### src/rtl/ps2rx_pkg.sv
package ps2rx_pkg;
    localparam int CODE_W = 8;

    typedef enum logic [1:0] {
        FR_IDLE,
        FR_DATA,
        FR_PARITY,
        FR_STOP
    } fr_state_t;
endpackage

### src/rtl/ps2rx_sync.sv
module ps2rx_sync #(
    parameter int STAGES = 2
) (
    input  logic clk,
    input  logic rst_n,
    input  logic kb_clk_i,
    input  logic kb_dat_i,
    output logic kb_fall,
    output logic kb_dat
);
    localparam int LINES = 2;

    logic [LINES-1:0] raw;
    logic [LINES-1:0] synced;
    logic             clk_prev;

    assign raw = {kb_dat_i, kb_clk_i};

    // one synchronizer chain per wire, both idle high
    for (genvar g = 0; g < LINES; g++) begin : g_line
        logic [STAGES-1:0] chain;
        always_ff @(posedge clk or negedge rst_n) begin
            if (!rst_n) chain <= '1;
            else        chain <= {chain[STAGES-2:0], raw[g]};
        end
        assign synced[g] = chain[STAGES-1];
    end

    always_ff @(posedge clk or negedge rst_n) begin
        if (!rst_n) clk_prev <= 1'b1;
        else        clk_prev <= synced[0];
    end

    assign kb_fall = clk_prev & ~synced[0];
    assign kb_dat  = synced[1];
endmodule

### src/rtl/ps2rx_framer.sv
module ps2rx_framer
    import ps2rx_pkg::*;
#(
    parameter int TMO_CYC = 500
) (
    input  logic              clk,
    input  logic              rst_n,
    input  logic              kb_fall,
    input  logic              kb_dat,
    output logic              frm_vld,
    output logic [CODE_W-1:0] frm_code
);
    localparam int CW = $clog2(TMO_CYC + 1);
    localparam int BW = $clog2(CODE_W);

    fr_state_t         state, nxt_state, eff_state;
    logic [CW-1:0]     idle_cnt;
    logic [BW-1:0]     bit_idx;
    logic [CODE_W-1:0] shreg;
    logic              stale, clr, sample, done;

    assign stale = (idle_cnt == CW'(TMO_CYC));

    // state register
    always_ff @(posedge clk or negedge rst_n) begin
        if (!rst_n) state <= FR_IDLE;
        else        state <= nxt_state;
    end

    // next state and strobes
    always_comb begin
        eff_state = stale ? FR_IDLE : state;
        nxt_state = state;
        clr       = 1'b0;
        sample    = 1'b0;
        done      = 1'b0;
        if (kb_fall) begin
            unique case (eff_state)
                FR_IDLE: begin
                    clr       = 1'b1;
                    nxt_state = FR_DATA;
                end
                FR_DATA: begin
                    sample = 1'b1;
                    if (bit_idx == BW'(CODE_W - 1)) nxt_state = FR_PARITY;
                end
                FR_PARITY: nxt_state = FR_STOP;
                FR_STOP: begin
                    done      = 1'b1;
                    nxt_state = FR_IDLE;
                end
            endcase
        end
    end

    // datapath: silence counter, bit index, shift byte, output
    always_ff @(posedge clk or negedge rst_n) begin
        if (!rst_n) begin
            idle_cnt <= '0;
            bit_idx  <= '0;
            shreg    <= '0;
            frm_vld  <= 1'b0;
            frm_code <= '0;
        end else begin
            if (kb_fall)     idle_cnt <= '0;
            else if (!stale) idle_cnt <= idle_cnt + 1'b1;

            if (clr) begin
                bit_idx <= '0;
                shreg   <= '0;
            end else if (sample) begin
                bit_idx        <= bit_idx + 1'b1;
                shreg[bit_idx] <= kb_dat;
            end

            frm_vld <= done;
            if (done) frm_code <= shreg;
        end
    end
endmodule

### src/rtl/ps2rx_ring.sv
module ps2rx_ring
    import ps2rx_pkg::*;
#(
    parameter int                DEPTH = 16,
    parameter logic [CODE_W-1:0] BRK   = 8'hF0
) (
    input  logic                      clk,
    input  logic                      rst_n,
    input  logic                      push,
    input  logic [CODE_W-1:0]         push_data,
    input  logic                      rd_en,
    input  logic                      brk_take,
    output logic                      code_valid,
    output logic [CODE_W-1:0]         code_out,
    output logic                      brk_flag,
    output logic [$clog2(DEPTH):0]    level,
    output logic [CODE_W-1:0]         head
);
    localparam int AW = $clog2(DEPTH);

    logic [CODE_W-1:0] mem [DEPTH];
    logic [AW-1:0]     wr_ptr, rd_ptr, diff;
    logic [CODE_W-1:0] nxt;
    logic              full, head_brk, pop;

    assign diff     = wr_ptr - rd_ptr;
    assign level    = {1'b0, diff};
    assign full     = (level == (AW+1)'(DEPTH - 1));
    assign head     = mem[rd_ptr];
    assign nxt      = mem[rd_ptr + 1'b1];
    assign head_brk = (head == BRK);

    assign code_valid = (level != '0) && (!head_brk || level >= (AW+1)'(2));
    assign code_out   = head_brk ? nxt : head;
    assign pop        = rd_en && code_valid;

    always_ff @(posedge clk) begin
        if (push && !full) mem[wr_ptr] <= push_data;
    end

    always_ff @(posedge clk or negedge rst_n) begin
        if (!rst_n) begin
            wr_ptr   <= '0;
            rd_ptr   <= '0;
            brk_flag <= 1'b0;
        end else begin
            if (push && !full) wr_ptr <= wr_ptr + 1'b1;
            if (pop) rd_ptr <= rd_ptr + (head_brk ? AW'(2) : AW'(1));
            if (pop && head_brk) brk_flag <= 1'b1;
            else if (brk_take)   brk_flag <= 1'b0;
        end
    end
endmodule

### src/rtl/ps2_keyrx.sv
module ps2_keyrx
    import ps2rx_pkg::*;
#(
    parameter int                CLK_HZ     = 250_000_000,
    parameter int                TIMEOUT_US = 250_000,
    parameter int                DEPTH      = 16,
    parameter int                SYNC_STG   = 2,
    parameter logic [CODE_W-1:0] BRK_CODE   = 8'hF0
) (
    input  logic              clk,
    input  logic              rst_n,
    input  logic              kb_clk_i,
    input  logic              kb_dat_i,
    input  logic              rd_en,
    input  logic              brk_take,
    output logic              code_valid,
    output logic [CODE_W-1:0] code_out,
    output logic              brk_flag
);
    localparam int TMO_CYC = (CLK_HZ / 1_000_000) * TIMEOUT_US;
    localparam int LW      = $clog2(DEPTH) + 1;

    logic              kb_fall, kb_dat, frm_vld;
    logic [CODE_W-1:0] frm_code, head_code;
    logic [LW-1:0]     fill_lvl;

    ps2rx_sync #(.STAGES(SYNC_STG)) u_sync (
        .clk      (clk),
        .rst_n    (rst_n),
        .kb_clk_i (kb_clk_i),
        .kb_dat_i (kb_dat_i),
        .kb_fall  (kb_fall),
        .kb_dat   (kb_dat)
    );

    ps2rx_framer #(.TMO_CYC(TMO_CYC)) u_framer (
        .clk      (clk),
        .rst_n    (rst_n),
        .kb_fall  (kb_fall),
        .kb_dat   (kb_dat),
        .frm_vld  (frm_vld),
        .frm_code (frm_code)
    );

    ps2rx_ring #(.DEPTH(DEPTH), .BRK(BRK_CODE)) u_ring (
        .clk        (clk),
        .rst_n      (rst_n),
        .push       (frm_vld),
        .push_data  (frm_code),
        .rd_en      (rd_en),
        .brk_take   (brk_take),
        .code_valid (code_valid),
        .code_out   (code_out),
        .brk_flag   (brk_flag),
        .level      (fill_lvl),
        .head       (head_code)
    );
endmodule

### config.mk
export PLATFORM = sky130hd
export DESIGN_NAME = ps2_keyrx
export DESIGN_NICKNAME = d
export VERILOG_FILES = /design/src/rtl/ps2rx_pkg.sv /design/src/rtl/ps2rx_sync.sv /design/src/rtl/ps2rx_framer.sv /design/src/rtl/ps2rx_ring.sv /design/src/rtl/ps2_keyrx.sv
export SDC_FILE = /design/constraint.sdc
export NUM_CORES = 1
export LEC_CHECK = 0
export BUFFER_PORTS_ARGS = -buffer_cell sky130_fd_sc_hd__buf_2
export CAP_MARGIN = 15
export CORE_MARGIN = 4
export CORE_UTILIZATION = 37
export DETAILED_ROUTE_END_ITERATION = 10
export PLACE_DENSITY = 0.63
export SLEW_MARGIN = 20
export SYNTH_ARGS = -nofsm -noshare
export SYNTH_HDL_FRONTEND = slang
export SYNTH_SLANG_ARGS = --single-unit
### constraint.sdc
create_clock -name clk -period 4.35 [get_ports clk]
set_input_delay 0.87 -clock clk [delete_from_list [all_inputs] [get_ports clk]]
set_output_delay 0.87 -clock clk [all_outputs]
set_load 0.03 [all_outputs]
==> summary.txt, run 1 <==
Worst setup path
  – CP Launch Point: u_ring.rd_ptr[0]
  – R2r worst-path depth: 10
  – Critical-path maximum fanout: 20
  – R2r endpoint: u_ring.mem[6][5]
  – Reg2Reg Setup Slack: 0.44 ns
  – CP startpoint kind: flop
  – Worst R2R Start: u_ring.rd_ptr[1]
  – Crit. End Element: primary output
  – Crit Path Class: reg2out
  – CP endpoint: code_valid
  – CP Data Arrival Time: 3.27 ns
  – Worst EP required: 3.48 ns

Synth
  – Seq/Total Area, Yosys: 58.55%
  – Yosys warning count: 0
  – Cell Area, Synth: 9225 µm²
  – Post-synth top area cell: edfxtp_1
  – Post-synth EDFFs: 128
  – Mapped Nets: 637
  – Yosys cell types: 46
  – Top cells by area, synth: edfxtp_1, mux4_2, dfrtp_1
  – Cells after Synth: 612
  – Predominant post-synthesis flop cell: edfxtp_1
  – Synthesized flop and latch total: 190
  – Ys async rst share: 32.63%
  – Synth Area per Inst: 15.07 µm²
  – Share of the synthesized area in the top cell type: 41.67%

Routing
  – First drt pass iteration count: 5
  – Total number of vias: 5473
  – # DRC: 0
  – Post-Route WL: 20020 µm
  – Drt wl/cell: 20.26 µm
  – DRT iter0 DRCs: 520
  – Final ANT Viol Nets: 0
  – Vias per inst: 5.539

CTS
  – TritonCTS buffer count: 17
  – Clock Tree Root: clkbuf_16
  – Skew-Pair Late Insertion Delay: 0.43 ns
  – Clk slew on worst S/H paths: 0.07 ns
  – Clk sink count: 190
  – H-tree levels: 4
  – Clock Path Buffers: 2
  – CTS tree: yes

Floorplanning
  – Starting Density: 37.82%
  – Die Footprint: 27520 µm²
  – Core Area: 24390 µm²
  – Die width: 165.9 µm
  – Top Ports: 16
  – Number of cell rows: 57
  – Die height: 165.9 µm

Timing
  – RSZ-0062 raised after global routing: no
  – Slew Viols, Final: 0
  – Slew headroom: 53.89%
  – Clock skew: 0.01037 ns
  – Worst slew pin tran: 0.6902 ns
  – TNS Setup: 0 ns
  – Fin crit share: 95.14%
  – Peak Freq: 0.2416 GHz
  – Min Tclk post-route: 4.138 ns
  – # setup viols final: 0
  – Final Hold Violating Endpoints: 0

Layout
  – ANT cells: 0
  – Layout cells sized above 1: 26.36%
  – Fin nets: 676
  – Design Area, Final: 10460 µm²
  – Area growth, synth to finish: 13.35%

Min path
  – HP Class: reg2reg

Global routing
  – Total grt overflow: 0
  – Vias in the first global route: 5611
  – Antenna violations before repair: 0
  – Gr usage total: 14.60%
  – Largest net degree at the start of global routing: 43
  – Global-route wire length before repair: 31750 µm

Run
  – Total of max-cap violations: 0

Pwr
  – NetSw: 2.371 mW
  – Design internal power: 4.238 mW
  – Peak VDD IR: 343.5 µV
  – Clock power frac: 22.9%
  – Pwr dens: 632.1 nW/µm²
  – Comb pwr share: 40.6%
  – Part of the power in registers: 36.5%
  – Net Sw Frac: 35.88%
  – Pwr Total: 6.609 mW
  – Leakage: 3.962 nW

Placed design
  – Routability cong.: 0.8399
  – HPWL after DPL: 14020 µm
  – Post-DP Area: 9847 µm²
  – IO Port Bufs: 15

Status
  – Status: finished, final reports clean
[routing by layer]
layer | global-route usage [%] | vias to the layer above | wire length (µm)
met5 | 0 | - | 0
met3 | 3.452 | 19 | 1172
li1 | - | 2416 | -
met1 | 19.17 | 2844 | 8260
met4 | 3.694 | 0 | 312
met2 | 24.64 | 194 | 10280
[critical path, stage by stage (launching register included)]
cell	delay, ns
dfrtp_4	0.59
buf_4	0.36
mux4_2	0.55
a22oi_1	0.20
nand3_1	0.20
nor4_4	0.29
buf_4	0.27
o2111ai_1	0.14
buf_2	0.23
[final cells by class]
class | instances | area [µm²]
Sequential cell | 190 | 5405
Tap cell | 324 | 405.4
Inverter | 20 | 75.07
Fill cell | 2187 | 13930
Multi-Input combinational cell | 369 | 3611
Clock inverter | 14 | 147.6
Timing Repair Buffer | 53 | 382.9
Clock buffer | 18 | 429.2
[repair_timing]
action                                  4_1_cts  5_1_grt
gates resized for setup                       0        2
hold buffers                                  0        0
endpoints found under the hold margin         0        0
endpoints found under the setup margin        0        6
buffers inserted                              0        1
[cell usage after synthesis (2+ instances only)]
| cell | count |
|---|---|
| xnor2_1 | 18 |
| xor2_1 | 18 |
| buf_2 | 9 |
| nand3b_1 | 3 |
| nand2b_1 | 4 |
| mux4_2 | 67 |
| nor3_1 | 7 |
| a22oi_1 | 8 |
| buf_4 | 2 |
| dfrtp_1 | 57 |
| nor4_1 | 3 |
| o21ai_0 | 7 |
| nand4_1 | 5 |
| a21boi_0 | 5 |
| nor3b_1 | 4 |
| inv_1 | 20 |
| nor2_1 | 54 |
| fa_1 | 2 |
| and2_1 | 3 |
| a21oi_1 | 2 |
| buf_1 | 8 |
| dfstp_2 | 5 |
| buf_6 | 2 |
| a22o_1 | 3 |
| nand2_1 | 38 |
| ha_1 | 17 |
| and4_1 | 3 |
| edfxtp_1 | 128 |
| a41oi_1 | 3 |
| and3_1 | 7 |
| clkbuf_1 | 12 |
| mux2_2 | 14 |
| a21o_1 | 4 |
| a31oi_1 | 4 |
| nor2b_1 | 7 |
| o21a_1 | 2 |
| or3_1 | 3 |
| mux2i_1 | 21 |
| nand3_1 | 26 |
[how the worst min path moves through the flow]
stage                                    from                         to  slack, ns  depth (start not counted)
floorplan           u_sync.g_line[0].chain[0]  u_sync.g_line[0].chain[1]       0.35                          0
global route        u_sync.g_line[1].chain[0]  u_sync.g_line[1].chain[1]       0.36                          0
detailed placement  u_sync.g_line[1].chain[0]  u_sync.g_line[1].chain[1]       0.35                          0
finish              u_sync.g_line[0].chain[0]  u_sync.g_line[0].chain[1]       0.36                          0
global placement    u_sync.g_line[1].chain[0]  u_sync.g_line[1].chain[1]       0.35                          0
CTS                 u_sync.g_line[1].chain[0]  u_sync.g_line[1].chain[1]       0.36                          0
[per-stage QoR]
step                setup WS, ns  utilization (%)  instances  hold slack [ns]
finish                    0.2115            42.87        988           0.3580
global route             0.04292            42.87        988           0.3640
CTS                      0.08980            42.74        987           0.3602
detailed placement        0.5455            40.37        955           0.3503
global placement          0.5663            40.37        955           0.3484
floorplan                 0.5268                -        612           0.3452
[sequential cells by signal, indices dropped and copies added, names as in the netlist]
name,cells
u_framer.shreg,8
u_sync.g_line.chain,4
u_sync.clk_prev,1
u_framer.idle_cnt,26
u_framer.frm_code,8
u_ring.brk_flag,1
u_ring.rd_ptr,4
u_ring.mem,128
u_framer.bit_idx,3
u_ring.wr_ptr,4
u_framer.frm_vld,1
u_framer.state,2
[logic make-up after synthesis]
group	after synthesis	share of synthesized area (%)
adders and majority gates	19	2.740
AOI/OAI and AO/OA	40	3.025
buffers and inverters	53	2.523
and+or+nand+nor	171	9.114
xor gates and xnor gates	36	3.418
DFF	190	58.55
muxes	103	20.63
[layout by cell type (no fill, tap or decap), drive strengths merged, types with 4 or more instances in the layout]
cell,Yosys,routed
a21boi,5,5
mux2i,21,21
nor4,4,4
nor3,7,7
inv,20,27
nand3,26,26
nor3b,4,4
clkinv,0,5
o21ai,8,8
nor2,54,54
a31oi,4,4
xnor2,18,18
nand4,5,5
ha,17,17
nor2b,7,7
dfstp,5,5
mux4,68,68
xor2,18,18
nand2,38,38
a22oi,8,8
buf,21,53
and3,7,7
nand2b,4,4
dfrtp,57,57
edfxtp,128,128
clkbuf,12,18
mux2,14,14
a21o,4,4
[power by group through the flow]
stage | clock network (mW) | registers [mW] | logic (mW)
2_1_floorplan | 0 | 2.27 | 2.12
3_3_place_gp | 0 | 2.44 | 2.57
6_report | 1.52 | 2.41 | 2.68
4_1_cts | 1.55 | 2.42 | 2.64
5_1_grt | 1.63 | 2.44 | 2.91
3_5_place_dp | 0 | 2.46 | 2.63
Note: power is estimated with default switching activity, not from simulation.
==> run 2: changes to the inputs <==
--- a/config.mk
+++ b/config.mk
@@ -14,4 +14,5 @@
 export SLEW_MARGIN = 20
 export SYNTH_ARGS = -nofsm -noshare
 export SYNTH_HDL_FRONTEND = slang
+export SYNTH_HIERARCHICAL = 1
 export SYNTH_SLANG_ARGS = --single-unit
==> run 2 against run 1 <==
Sequential power up 7%. Via count rose by 2.6%. Core utilization is 1.1 points lower. Critical path depth is 1 higher. Largest power group unchanged.
==> summary.txt, run 2 <==
Status
  – Status: finished, final reports clean

Worst setup path
  – CP delay by family, top: flip-flops
  – CP Buf/Inv Count: 3
  – Critical path, cell by cell: buf_4, mux4_2, nand3_1, nand3_2, nand4b_4, nor4_4, inv_2, o21a_1, buf_2
  – Critical-path maximum fanout: 19
  – Worst R2R Start: u_ring/rd_ptr[2]
  – CP Launch Point: u_ring/rd_ptr[2]
  – Crit Path Class: reg2out
  – Largest stage delay, worst path: 0.84 ns
  – CP startpoint kind: flop
  – CP Data Arrival Time: 3.29 ns
  – Worst EP required: 3.48 ns
  – Crit. End Element: primary output
  – Slowest CP cell: dfrtp_1

Run
  – Total of max-cap violations: 0

Synth
  – Synth Area per Inst: 14.83 µm²
  – Mapped Nets: 660
  – Cell Area, Synth: 9417 µm²
  – Cells after Synth: 635
  – Yosys warning count: 6

Timing
  – RSZ-0062 raised after global routing: no
  – # setup viols final: 0
  – Min Tclk post-route: 4.164 ns
  – Peak Freq: 0.2401 GHz
  – Slew headroom: 48.15%
  – Clock skew: 0.01738 ns
  – Final Hold Violating Endpoints: 0
  – TNS Setup: 0 ns
  – Fin crit share: 95.73%
  – Slew Viols, Final: 0
  – Worst slew pin tran: 0.7777 ns
  – Final hold slack: 0.3574 ns

Layout
  – Storage cell area: 5405 µm²
  – Filler Cells Inserted: 2279
  – Commonest non-fill, non-tap cell in the layout: edfxtp_1
  – Area of the multi-input gates: 3771 µm²
  – Layout cells sized above 1: 24.17%
  – Final core occ: 41.75%
  – Max reg flops: 128
  – Biggest register: u_ring/mem
  – Area growth, synth to finish: 11.33%
  – Most frequent cells in the layout: edfxtp_1, mux4_2, dfrtp_1
  – Fin nets: 674
  – ANT cells: 0
  – Largest registers: u_ring/mem: 128 flops, u_framer/idle_cnt: 26 flops

Floorplanning
  – Top Ports: 16
  – Die width: 167.5 µm
  – Die height: 167.5 µm
  – Die Footprint: 28070 µm²
  – Number of cell rows: 58
  – Starting Density: 37.50%
  – Core Area: 25110 µm²

Pwr
  – Leakage: 3.706 nW
  – Peak VDD IR: 604.8 µV
  – Pwr dens: 685.6 nW/µm²
  – Pwr Total: 7.187 mW

CTS
  – TritonCTS buffer count: 17
  – Skew-Pair Late Insertion Delay: 0.43 ns
  – Clock Tree Root: clkbuf_16
  – CTS tree: yes
  – PostCTS Resize Cnt: 0
  – Post-CTS Setup Bufs: 1
  – Clk slew on worst S/H paths: 0.08 ns
  – Clock Path Buffers: 2
  – Post-CTS Hold Fix Bufs: 0
  – H-tree levels: 4
  – Clk sink count: 190

Routing
  – # DRC: 0
  – Post-Route WL: 20510 µm
  – DRT iter0 DRCs: 492
  – Drt wl/cell: 20.67 µm
  – Final ANT Viol Nets: 0
  – Total number of vias: 5614
  – Vias per inst: 5.659
  – First drt pass iteration count: 5

Global routing
  – Total grt overflow: 0
  – Antenna violations before repair: 0
  – Gr usage total: 15.05%
  – Vias in the first global route: 5830
  – Largest net degree at the start of global routing: 40
  – Global-route wire length before repair: 33000 µm

Min path
  – HP Start: u_sync/g_line[1].chain[0]
  – HP Class: reg2reg

Placed design
  – HPWL after DPL: 13750 µm
  – IO Port Bufs: 15
  – Routability cong.: 0.8404
-- run 2: path summary, 6_finish.rpt --
| kind | end | slack, ns | depth (start not counted) |
|---|---|---|---|
| min reg2reg | u_sync/g_line[1].chain[1] | 0.36 | 0 |
| min in group asynchronous | u_framer/idle_cnt[17] | 0.44 | 1 |
| max | code_out[4] | 0.19 | 9 |
| max in group asynchronous | u_sync/g_line[1].chain[1] | 2.98 | 2 |
| max reg2reg | u_ring/rd_ptr[2] | 0.68 | 11 |
| min | u_sync/g_line[1].chain[1] | 0.36 | 0 |
-- run 2: metrics by stage --
stage | worst slack (ns) | area, µm² | std cells
3_5_place_dp | 0.4085 | 9846 | 958
3_3_place_gp | 0.5094 | 9846 | 958
4_1_cts | 0.06950 | 10460 | 991
5_1_grt | 0.01200 | 10480 | 992
6_report | 0.1859 | 10480 | 992
2_1_floorplan | 0.7001 | 9417 | 635
-- run 2: cell type report --
class	instances	area share, %
inverters	21	0.7519
repair buffers	29	2.220
flip-flops and latches	190	51.56
multi-input cells	390	35.97
well taps	330	3.938
clock inverters	15	1.504
clock buffers	17	4.058
-- run 2: where the power goes --
part	total, mW	switching (mW)	internal (mW)
clock network	1.52	0.749	0.773
logic	3.08	1.56	1.52
registers	2.59	0.354	2.24
-- run 2: layer usage --
layer,up-vias,GRT usage [%],share of wire (%)
met2,184,26.35,53
met1,2896,18.92,40
met4,0,4.940,1.8
li1,2505,-,-
met3,29,2.786,5.1
met5,-,0,0
